$ cat src/rtl/cfg_retry_pkg.sv
package cfg_retry_pkg;
  typedef enum logic [1:0] {
    CPL_OK    = 2'b00,
    CPL_RETRY = 2'b01,
    CPL_ABORT = 2'b10
  } cplStatus_t;

  typedef enum logic [1:0] {
    SEL_PASS  = 2'd0,
    SEL_SYNTH = 2'd1,
    SEL_FAIL  = 2'd2
  } rspSel_t;

  typedef struct packed {
    logic    capture;
    logic    bumpCnt;
    logic    loadRsp;
    rspSel_t rspSel;
  } ctrlStrobes_t;
endpackage

$ cat src/rtl/cfg_retry_dp.sv
module cfg_retry_dp
  import cfg_retry_pkg::*;
#(
  parameter int OFF_W   = 12,
  parameter int LIMIT_W = 8
) (
  input  logic               clk,
  input  logic               rstN,
  input  ctrlStrobes_t       strb,
  input  logic [LIMIT_W-1:0] retryLimit,
  input  logic               hostReqWrite,
  input  logic [OFF_W-1:0]   hostReqOffset,
  input  logic [3:0]         hostReqByteEn,
  input  logic [31:0]        hostReqWrData,
  input  logic [31:0]        linkCplData,
  output logic               vidCovered,
  output logic               limitHit,
  output logic               reqWrite,
  output logic [OFF_W-1:0]   reqOffset,
  output logic [3:0]         reqByteEn,
  output logic [31:0]        reqWrData,
  output logic [31:0]        hostRspData,
  output logic               hostRspError
);
  localparam int CNT_W = LIMIT_W + 1;

  logic [LIMIT_W-1:0] retryCnt;
  logic [CNT_W-1:0]   nextCnt;
  logic [31:0]        synthData;

  always_ff @(posedge clk) begin
    if (!rstN) begin
      reqWrite  <= 1'b0;
      reqOffset <= '0;
      reqByteEn <= '0;
      reqWrData <= '0;
      retryCnt  <= '0;
    end else if (strb.capture) begin
      reqWrite  <= hostReqWrite;
      reqOffset <= hostReqOffset;
      reqByteEn <= hostReqByteEn;
      reqWrData <= hostReqWrData;
      retryCnt  <= '0;
    end else if (strb.bumpCnt) begin
      retryCnt <= retryCnt + 1'b1;
    end
  end

  assign nextCnt    = {1'b0, retryCnt} + 1'b1;
  assign limitHit   = (retryLimit != '0) && (nextCnt >= {1'b0, retryLimit});
  assign vidCovered = !reqWrite && (reqOffset == '0) && (reqByteEn[1:0] == 2'b11);

  // low half carries the reserved identifier, upper enabled bytes read as ones
  assign synthData[15:0] = 16'h0001;
  for (genvar b = 2; b < 4; b++) begin : g_synthByte
    assign synthData[8*b +: 8] = reqByteEn[b] ? 8'hFF : 8'h00;
  end

  always_ff @(posedge clk) begin
    if (!rstN) begin
      hostRspData  <= '0;
      hostRspError <= 1'b0;
    end else if (strb.loadRsp) begin
      unique case (strb.rspSel)
        SEL_PASS:  begin hostRspData <= linkCplData; hostRspError <= 1'b0; end
        SEL_SYNTH: begin hostRspData <= synthData;   hostRspError <= 1'b0; end
        default:   begin hostRspData <= '1;          hostRspError <= 1'b1; end
      endcase
    end
  end

  assert_synth_vid_R2: assert property (@(posedge clk) disable iff (!rstN)
    (strb.loadRsp && strb.rspSel == SEL_SYNTH) |=> (hostRspData[15:0] == 16'h0001 && !hostRspError));

  assert_synth_upper_R3: assert property (@(posedge clk) disable iff (!rstN)
    (strb.loadRsp && strb.rspSel == SEL_SYNTH && reqByteEn[3]) |=> (hostRspData[31:24] == 8'hFF));

  assert_fail_ones_R6: assert property (@(posedge clk) disable iff (!rstN)
    (strb.loadRsp && strb.rspSel == SEL_FAIL) |=> (hostRspData == 32'hFFFF_FFFF && hostRspError));
endmodule

$ cat src/rtl/cfg_retry_ctrl.sv
module cfg_retry_ctrl
  import cfg_retry_pkg::*;
(
  input  logic         clk,
  input  logic         rstN,
  input  logic         swVisEn,
  input  logic         hostReqValid,
  input  logic         linkCplValid,
  input  logic [1:0]   linkCplStatus,
  input  logic         vidCovered,
  input  logic         limitHit,
  output logic         hostReqReady,
  output logic         hostRspValid,
  output logic         linkIssueValid,
  output ctrlStrobes_t strb
);
  typedef enum logic [1:0] {ST_IDLE, ST_ISSUE, ST_WAIT, ST_RESP} state_t;
  state_t state, stateNext;

  always_ff @(posedge clk) begin
    if (!rstN) state <= ST_IDLE;
    else       state <= stateNext;
  end

  always_comb begin
    stateNext   = state;
    strb        = '0;
    strb.rspSel = SEL_PASS;
    unique case (state)
      ST_IDLE: if (hostReqValid) begin
        strb.capture = 1'b1;
        stateNext    = ST_ISSUE;
      end
      ST_ISSUE: stateNext = ST_WAIT;
      ST_WAIT: if (linkCplValid) begin
        if (linkCplStatus == CPL_OK) begin
          strb.loadRsp = 1'b1;
          stateNext    = ST_RESP;
        end else if (linkCplStatus == CPL_RETRY) begin
          if (swVisEn && vidCovered) begin
            strb.loadRsp = 1'b1;
            strb.rspSel  = SEL_SYNTH;
            stateNext    = ST_RESP;
          end else if (limitHit) begin
            strb.loadRsp = 1'b1;
            strb.rspSel  = SEL_FAIL;
            stateNext    = ST_RESP;
          end else begin
            strb.bumpCnt = 1'b1;
            stateNext    = ST_ISSUE;
          end
        end else begin
          strb.loadRsp = 1'b1;
          strb.rspSel  = SEL_FAIL;
          stateNext    = ST_RESP;
        end
      end
      default: stateNext = ST_IDLE;
    endcase
  end

  assign hostReqReady   = (state == ST_IDLE);
  assign linkIssueValid = (state == ST_ISSUE);
  assign hostRspValid   = (state == ST_RESP);

  assert_reissue_R1: assert property (@(posedge clk) disable iff (!rstN)
    (state == ST_WAIT && linkCplValid && linkCplStatus == CPL_RETRY && !swVisEn && !limitHit)
      |=> linkIssueValid);

  assert_abort_no_reissue_R9: assert property (@(posedge clk) disable iff (!rstN)
    (state == ST_WAIT && linkCplValid && linkCplStatus[1]) |=> (!linkIssueValid && hostRspValid));

  assert_one_outstanding_R10: assert property (@(posedge clk) disable iff (!rstN)
    hostReqReady |-> (!linkIssueValid && !hostRspValid));

  assert_rsp_pulse_R10: assert property (@(posedge clk) disable iff (!rstN)
    hostRspValid |=> (!hostRspValid && hostReqReady));
endmodule

$ cat src/rtl/cfg_retry_resolver.sv
module cfg_retry_resolver
  import cfg_retry_pkg::*;
#(
  parameter int OFF_W   = 12,
  parameter int LIMIT_W = 8
) (
  input  logic               clk,
  input  logic               rstN,
  input  logic               swVisEn,
  input  logic [LIMIT_W-1:0] retryLimit,
  input  logic               hostReqValid,
  output logic               hostReqReady,
  input  logic               hostReqWrite,
  input  logic [OFF_W-1:0]   hostReqOffset,
  input  logic [3:0]         hostReqByteEn,
  input  logic [31:0]        hostReqWrData,
  output logic               hostRspValid,
  output logic [31:0]        hostRspData,
  output logic [3:0]         hostRspByteEn,
  output logic               hostRspError,
  output logic               linkIssueValid,
  output logic               linkIssueWrite,
  output logic [OFF_W-1:0]   linkIssueOffset,
  output logic [3:0]         linkIssueByteEn,
  output logic [31:0]        linkIssueWrData,
  input  logic               linkCplValid,
  input  logic [1:0]         linkCplStatus,
  input  logic [31:0]        linkCplData
);
  ctrlStrobes_t strb;
  logic vidCovered, limitHit;

  cfg_retry_ctrl u_ctrl (
    .clk(clk), .rstN(rstN), .swVisEn(swVisEn), .hostReqValid(hostReqValid),
    .linkCplValid(linkCplValid), .linkCplStatus(linkCplStatus),
    .vidCovered(vidCovered), .limitHit(limitHit),
    .hostReqReady(hostReqReady), .hostRspValid(hostRspValid),
    .linkIssueValid(linkIssueValid), .strb(strb)
  );

  cfg_retry_dp #(.OFF_W(OFF_W), .LIMIT_W(LIMIT_W)) u_dp (
    .clk(clk), .rstN(rstN), .strb(strb), .retryLimit(retryLimit),
    .hostReqWrite(hostReqWrite), .hostReqOffset(hostReqOffset),
    .hostReqByteEn(hostReqByteEn), .hostReqWrData(hostReqWrData),
    .linkCplData(linkCplData), .vidCovered(vidCovered), .limitHit(limitHit),
    .reqWrite(linkIssueWrite), .reqOffset(linkIssueOffset),
    .reqByteEn(linkIssueByteEn), .reqWrData(linkIssueWrData),
    .hostRspData(hostRspData), .hostRspError(hostRspError)
  );

  assign hostRspByteEn = linkIssueByteEn;
endmodule

$ cat config.mk
export PLATFORM = sky130hd
export DESIGN_NAME = cfg_retry_resolver
export DESIGN_NICKNAME = d
export VERILOG_FILES = /design/src/rtl/cfg_retry_pkg.sv /design/src/rtl/cfg_retry_dp.sv /design/src/rtl/cfg_retry_ctrl.sv /design/src/rtl/cfg_retry_resolver.sv
export SDC_FILE = /design/constraint.sdc
export NUM_CORES = 1
export LEC_CHECK = 0
export BUFFER_PORTS_ARGS = -buffer_cell sky130_fd_sc_hd__buf_2
export CAP_MARGIN = 0
export CORE_MARGIN = 1
export CORE_UTILIZATION = 50
export CTS_CLUSTER_DIAMETER = 50
export DETAILED_ROUTE_END_ITERATION = 10
export PLACE_DENSITY = 0.82
export SYNTH_ARGS = -nofsm -noshare
export SYNTH_HDL_FRONTEND = slang
export SYNTH_SLANG_ARGS = --single-unit
$ cat constraint.sdc
create_clock -name clk -period 6.95 [get_ports clk]
set_input_delay 1.7375 -clock clk [delete_from_list [all_inputs] [get_ports clk]]
set_output_delay 1.7375 -clock clk [all_outputs]
set_load 0.02 [all_outputs]
After elaboration in Yosys (flattened, before gate mapping)
Index checks and enable logic that the tools add are counted.
{"block": "totals", "register_bits": 92, "inputBits": 96}
{"block": "op_classes", "bitwise_logic": 1, "order_cmp": 1, "n_eq_ne": 8, "n_addsub": 2, "n_reduce_logical": 13, "muxes": 24}
{"op": "$pmux 32 s2", "n": 1}
{"op": "$mux 8", "n": 2}
{"op": "$mux 2", "n": 7}
{"op": "$logic_not 12->1", "n": 1}
{"op": "$add 8x1->9 const B", "n": 1}
{"op": "$ge 9x8->1", "n": 1}
{"op": "$mux 3", "n": 3}
{"op": "$add 8x1->8 const B", "n": 1}
{"op": "$mux 1", "n": 8}
{"op": "$mux 4", "n": 2}
{"op": "$reduce_bool 8->1", "n": 1}
{"op": "$eq 2x1->1 const B", "n": 3}
{"op": "$eq 2x2->1 const B", "n": 3}
{"op": "$logic_not 2->1", "n": 3}
{"op": "$pmux 2 s3", "n": 1}
{"op": "$logic_and 1x1->1", "n": 4}
{"op": "$ne 2x2->1 const B", "n": 2}
{"op": "$reduce_or 2->1", "n": 2}
{"op": "$reduce_and 2->1", "n": 1}
{"op": "$logic_not 1->1", "n": 1}
{"op": "$not 1->1", "n": 1}

Logic depth before layout (Yosys ltp)
{"block": "logic_depth", "depth_word": 12, "ltp_mapped": 13}

Hierarchy
Synthesis repeated with hierarchy kept, for this count alone.
{"block": "unflattened", "hier_cells": 416, "hier_area_um2": 3972.6}
{"mod": "cfg_retry_dp", "instances": 1, "area_each_um2": 3776.1, "cells_each": 393}
{"mod": "cfg_retry_ctrl", "instances": 1, "area_each_um2": 166.4, "cells_each": 19}
{"mod": "cfg_retry_resolver", "instances": 1, "area_each_um2": 30.0, "cells_each": 4}

Least setup slack after synthesis
OpenSTA, ideal clock, no wires.
{"block": "synth_timing", "path_kind": "in2reg", "startpoint": "input port retryLimit[2]", "endpoint": "register u_dp.retryCnt[7]", "arrival_ns": 3.373, "n_path_buf": 1, "path_slack_ns": 3.507, "cell_stages": 9, "required_time_ns": 6.880, "path_cell_list": "inv_1 ha_1 a21oi_1 o21ai_0 a311oi_4 nand3b_2 buf_6 or3_1 a21oi_1"}
{"block": "synth_via", "elab_chain_cells": 8, "elab_cells_between_ends": 9, "classes_between": "1 x order compare; 6 x mux; 2 x reduce/logical"}
{"element": "start: declaration", "line_no": "cfg_retry_resolver.sv:10", "rtl": "input logic [LIMIT_W-1:0] retryLimit,"}
{"element": "$ge 9x8->1 or $reduce_bool 8->1 (tied branches)", "line_no": "cfg_retry_dp.sv:50", "rtl": "assign limitHit = (retryLimit != '0) && (nextCnt >= {1'b0, retryLimit});"}
{"element": "$logic_and 1x1->1 (*)", "line_no": "cfg_retry_dp.sv:50"}
{"element": "$mux 1 (*)", "line_no": "cfg_retry_ctrl.sv:44", "rtl": "end else if (limitHit) begin"}
{"element": "$mux 1 (*)", "line_no": "cfg_retry_ctrl.sv:40", "rtl": "if (swVisEn && vidCovered) begin"}
{"element": "$mux 1 (*)", "line_no": "cfg_retry_ctrl.sv:39", "rtl": "end else if (linkCplStatus == CPL_RETRY) begin"}
{"element": "$mux 1 (*)", "line_no": "cfg_retry_ctrl.sv:36", "rtl": "if (linkCplStatus == CPL_OK) begin"}
{"element": "$mux 4 (*)", "line_no": "cfg_retry_ctrl.sv:35", "rtl": "ST_WAIT: if (linkCplValid) begin"}
{"element": "$mux 4 (*)", "line_no": "cfg_retry_ctrl.sv:29", "rtl": "unique case (state)"}
{"element": "end signal: assignment", "line_no": "cfg_retry_dp.sv:45", "rtl": "retryCnt <= retryCnt + 1'b1;"}
{"element": "end: declaration", "line_no": "cfg_retry_dp.sv:27", "rtl": "logic [LIMIT_W-1:0] retryCnt;"}
Every way passes the cells marked *; elsewhere a longest branch is shown, timed or not.
A chain may end at the register's enable or synchronous reset.

Worst setup path after layout
{"block": "layout_timing", "startpoint": "input port swVisEn", "endpoint": "register u_dp.hostRspData[23]"}
{"block": "layout_via", "elab_chain_cells": 8, "elab_cells_between_ends": 10, "classes_between": "1 x eq/ne; 7 x mux; 2 x reduce/logical"}
{"element": "start: declaration", "line_no": "cfg_retry_resolver.sv:9", "rtl": "input logic swVisEn,"}
{"element": "$logic_and 1x1->1 (*)", "line_no": "cfg_retry_ctrl.sv:40"}
{"element": "$mux 3 (*)", "line_no": "cfg_retry_ctrl.sv:40"}
{"element": "$mux 3 (*)", "line_no": "cfg_retry_ctrl.sv:39"}
{"element": "$mux 2", "line_no": "cfg_retry_ctrl.sv:36"}
{"element": "$mux 4 (*)", "line_no": "cfg_retry_ctrl.sv:35"}
{"element": "$mux 4 (*)", "line_no": "cfg_retry_ctrl.sv:29"}
{"element": "$eq 2x1->1 or $logic_not 2->1 (tied branches)", "line_no": "cfg_retry_dp.sv:64", "rtl": "unique case (strb.rspSel)"}
{"element": "$pmux 32 s2", "line_no": "cfg_retry_dp.sv:64"}
{"element": "end signal: assignment", "line_no": "cfg_retry_dp.sv:65", "rtl": "SEL_PASS: begin hostRspData <= linkCplData; hostRspError <= 1'b0; end"}
{"element": "end signal: assignment", "line_no": "cfg_retry_dp.sv:66", "rtl": "SEL_SYNTH: begin hostRspData <= synthData; hostRspError <= 1'b0; end"}
{"element": "end signal: assignment", "line_no": "cfg_retry_dp.sv:67", "rtl": "default: begin hostRspData <= '1; hostRspError <= 1'b1; end"}
{"element": "end: declaration", "line_no": "cfg_retry_dp.sv:22", "rtl": "output logic [31:0] hostRspData,"}
Marked as above.

==> run_results.csv <==
group,metric,value,unit
place,place_hpwl,7310,um
clock_network,clock-sinks,92,
synthesis,yosysTopAreaCell,"dfxtp_1",
die,initial_core_util,51.9,%
clock_network,cts_resized,0,
synthesis,synth_area,0.00403,mm^2
clock_network,postCtsSetupBuffers,0,
setup_path,start_kind,"input pin",
power_and_ir_drop,power_frac_seq,51.4,%
synthesis,ys_types,44,
synthesis,ys_warn_count,0,
timing,fin_skew,0.0115,ns
setup_path,endpoint,"u_dp.hostRspData[23]",
timing,post-route-period-util,50.9,%
grt,grt_max_degree,87,
die,dieArea,0.00843,mm^2
die,io_pins,185,
synthesis,synth_top_area_share,45.7,%
synthesis,synthFlopType,"dfxtp_1",
power_and_ir_drop,p_switching,0.000310,W
timing,finalMaxSlewViolations,0,
setup_path,end_kind,"register",
detailed_routing,wirelength,10100,um
timing,fin_setup_tns,0,ns
clock_network,clk_latency,0.35,ns
cells_and_area,nets,731,
grt,grt_antenna_before_repair,0,
setup_path,critPathLaunch,"swVisEn",
synthesis,yosysSeqAreaShare,45.7,%
power_and_ir_drop,swShare,27.9,%
setup_path,crit_fanout,18,
flow_run,drv_cap,0,
place,numPortBuffers,184,
cells_and_area,syn_to_final_growth,27.5,%
synthesis,synth_nets,567,
detailed_routing,vias,3812,
setup_path,crit_type,"in -> reg",
clock_network,h-tree-depth,3,
setup_path,r2r.worst_path.cells,12,
cells_and_area,fill_cells,681,
cells_and_area,num_antenna_cells,0,
power_and_ir_drop,power.density,216,mW/mm^2
grt,grt_pass1_vias,3589,
clock_network,cts_buffer_depth,2,
clock_network,cts_hold_buf,0,
die,rows,32,
timing,rsz0062_at_grt,"false",
place,gp_congestion,0.872,
power_and_ir_drop,p_leak,2.38,nW
clock_network,cts_root_buf,"clkbuf_8",
cells_and_area,final_cell_mix,"buf_2, nand2_1, dfxtp_1",
setup_path,r2r-end,"u_dp.retryCnt[4]",
detailed_routing,ant_nets,0,
cells_and_area,fin_area,0.00514,mm^2
synthesis,synth_area_leaders,"dfxtp_1, nand2_1, a21boi_0",
detailed_routing,drc_errors,0,
timing,worstMarginPinSlew,1.20,ns
detailed_routing,wire_per_inst,13.8,um
cells_and_area,final_common_cell,"buf_2",
place,place_area,0.00494,mm^2
outcome,status,"finished, final reports clean",
die,die_h,91.8,um
timing,min_period,3.54,ns
synthesis,ys_ff_latch,92,
grt,track_usage,24.0,%
cells_and_area,fin_util,66.2,%
detailed_routing,vias_per_cell,5.20,
synthesis,async_flop_share,0,%
timing,max_freq,283,MHz
timing,relSlewSlack,19.2,%
power_and_ir_drop,power_frac_comb,16.1,%
die,core,0.00777,mm^2
setup_path,r2r_start,"u_dp.retryCnt[0]",
detailed_routing,drt_iter0_markers,229,
setup_path,worstPathRequired,7.22,ns
grt,grt-ovfl-total,0,
clock_network,cts_made_buffers,9,
power_and_ir_drop,internal-power,0.000801,W
setup_path,arrival,3.80,ns
min_path,hp-class,"reg -> reg",
synthesis,netlist_instances,462,
synthesis,syn_avg_cell_area,8.73,um^2
power_and_ir_drop,power_frac_clock,32.5,%
grt,grt_pass1_wl,16400,um
clock_network,clk_pin_slew_worst_paths,0.09,ns
die,die_x,91.8,um
detailed_routing,drtPass1Iterations,4,
power_and_ir_drop,vdd_drop_max,144,uV
timing,setup_viol,0,
setup_path,r2r_slack,3.97,ns
clock_network,tritoncts,"built",
synthesis,synth_edf_count,0,
timing,hold_viol_final,0,
cells_and_area,layout-drive-gt1-share,36.3,%
-- cell families after synthesis --
| family | Yosys count | share of synthesized area, % |
|---|---|---|
| AND/OR/NAND/NOR | 199 | 24.0 |
| AO/OA/AOI/OAI | 107 | 20.5 |
| adder cells (fa/ha/maj) | 9 | 2.79 |
| multiplexers | 1 | 0.279 |
| XOR/XNOR | 7 | 1.52 |
| buffers and inverters | 47 | 5.24 |
| flip-flops | 92 | 45.7 |
-- power groups by stage --
stage               Clock, W  Sequential [W]  Combinational, W
floorplan                  0        0.000614         0.0000766
global placement           0        0.000582          0.000175
detailed placement         0        0.000583          0.000179
CTS                 0.000370        0.000571          0.000180
global route        0.000394        0.000575          0.000195
finish              0.000361        0.000571          0.000179
-- cells in the mapped netlist, types with 3 or more instances --
| library cell | count |
|---|---|
| a21boi_0 | 49 |
| a21oi_1 | 25 |
| and2_1 | 3 |
| buf_2 | 4 |
| buf_4 | 4 |
| clkbuf_1 | 23 |
| dfxtp_1 | 92 |
| ha_1 | 9 |
| inv_1 | 13 |
| nand2_1 | 107 |
| nand3_1 | 6 |
| nor2_1 | 27 |
| nor3b_1 | 31 |
| nor4_1 | 5 |
| o21ai_0 | 7 |
| o221a_2 | 13 |
| or3_1 | 4 |
| xnor2_1 | 5 |
-- stage by stage --
| step | hold slack, ns | setup WS [ns] | instances | total power (W) |
|---|---|---|---|---|
| 5_1_grt | 0.492 | 3.24 | 733 | 0.00116 |
| 4_1_cts | 0.468 | 3.48 | 733 | 0.00112 |
| 3_5_place_dp | 0.455 | 3.10 | 717 | 0.000762 |
| 2_1_floorplan | 0.467 | 3.51 | 462 | 0.000691 |
| 3_3_place_gp | 0.448 | 3.19 | 717 | 0.000757 |
| 6_report | 0.465 | 3.41 | 733 | 0.00111 |
-- critical path, stage by stage --
cell      delay (ns)
buf_2           0.09
nor4b_1         0.14
and4_4          0.23
o21ai_1         0.92
o21bai_2        0.39
a21oi_1         0.07
nor3b_1         0.21
-- area by class of cell --
type / count / area (um^2) / share of cell area, %
repair buffers: 187 / 943 / 18.3
well taps: 102 / 128 / 2.48
inverters: 13 / 48.8 / 0.949
flip-flops and latches: 92 / 1840 / 35.8
clock buffers: 10 / 138 / 2.68
multi-input cells: 323 / 1980 / 38.5
clock inverters: 6 / 61.3 / 1.19
-- registers in the layout, summed over array words and instances, names as in the netlist --
register	count
u_ctrl.state	2
u_dp.hostRspData	32
u_dp.hostRspError	1
u_dp.reqByteEn	4
u_dp.reqOffset	12
u_dp.reqWrData	32
u_dp.reqWrite	1
u_dp.retryCnt	8
-- worst min-delay path by stage --
stage	startpoint	end	slack (ns)	cells past startpoint
3_3_place_gp	u_dp.reqWrData[2]	u_dp.reqWrData[2]	0.45	2
6_report	u_dp.reqWrData[11]	u_dp.reqWrData[11]	0.46	2
4_1_cts	u_dp.reqWrData[2]	u_dp.reqWrData[2]	0.47	2
5_1_grt	u_dp.reqWrData[11]	u_dp.reqWrData[11]	0.49	2
2_1_floorplan	u_dp.retryCnt[1]	u_dp.retryCnt[1]	0.47	2
3_5_place_dp	u_dp.reqWrData[12]	u_dp.reqWrData[12]	0.46	2
-- layer usage --
layer	vias up	share of wire (%)	wire (um)	track usage [%]
met5	-	0	0	0
met4	0	1.3	134	7.68
li1	1908	-	-	-
met3	12	6.8	688	5.31
met1	1746	45	4530	30.2
met2	146	47	4750	40.7
No activity file was read; power rests on OpenSTA's default activity.
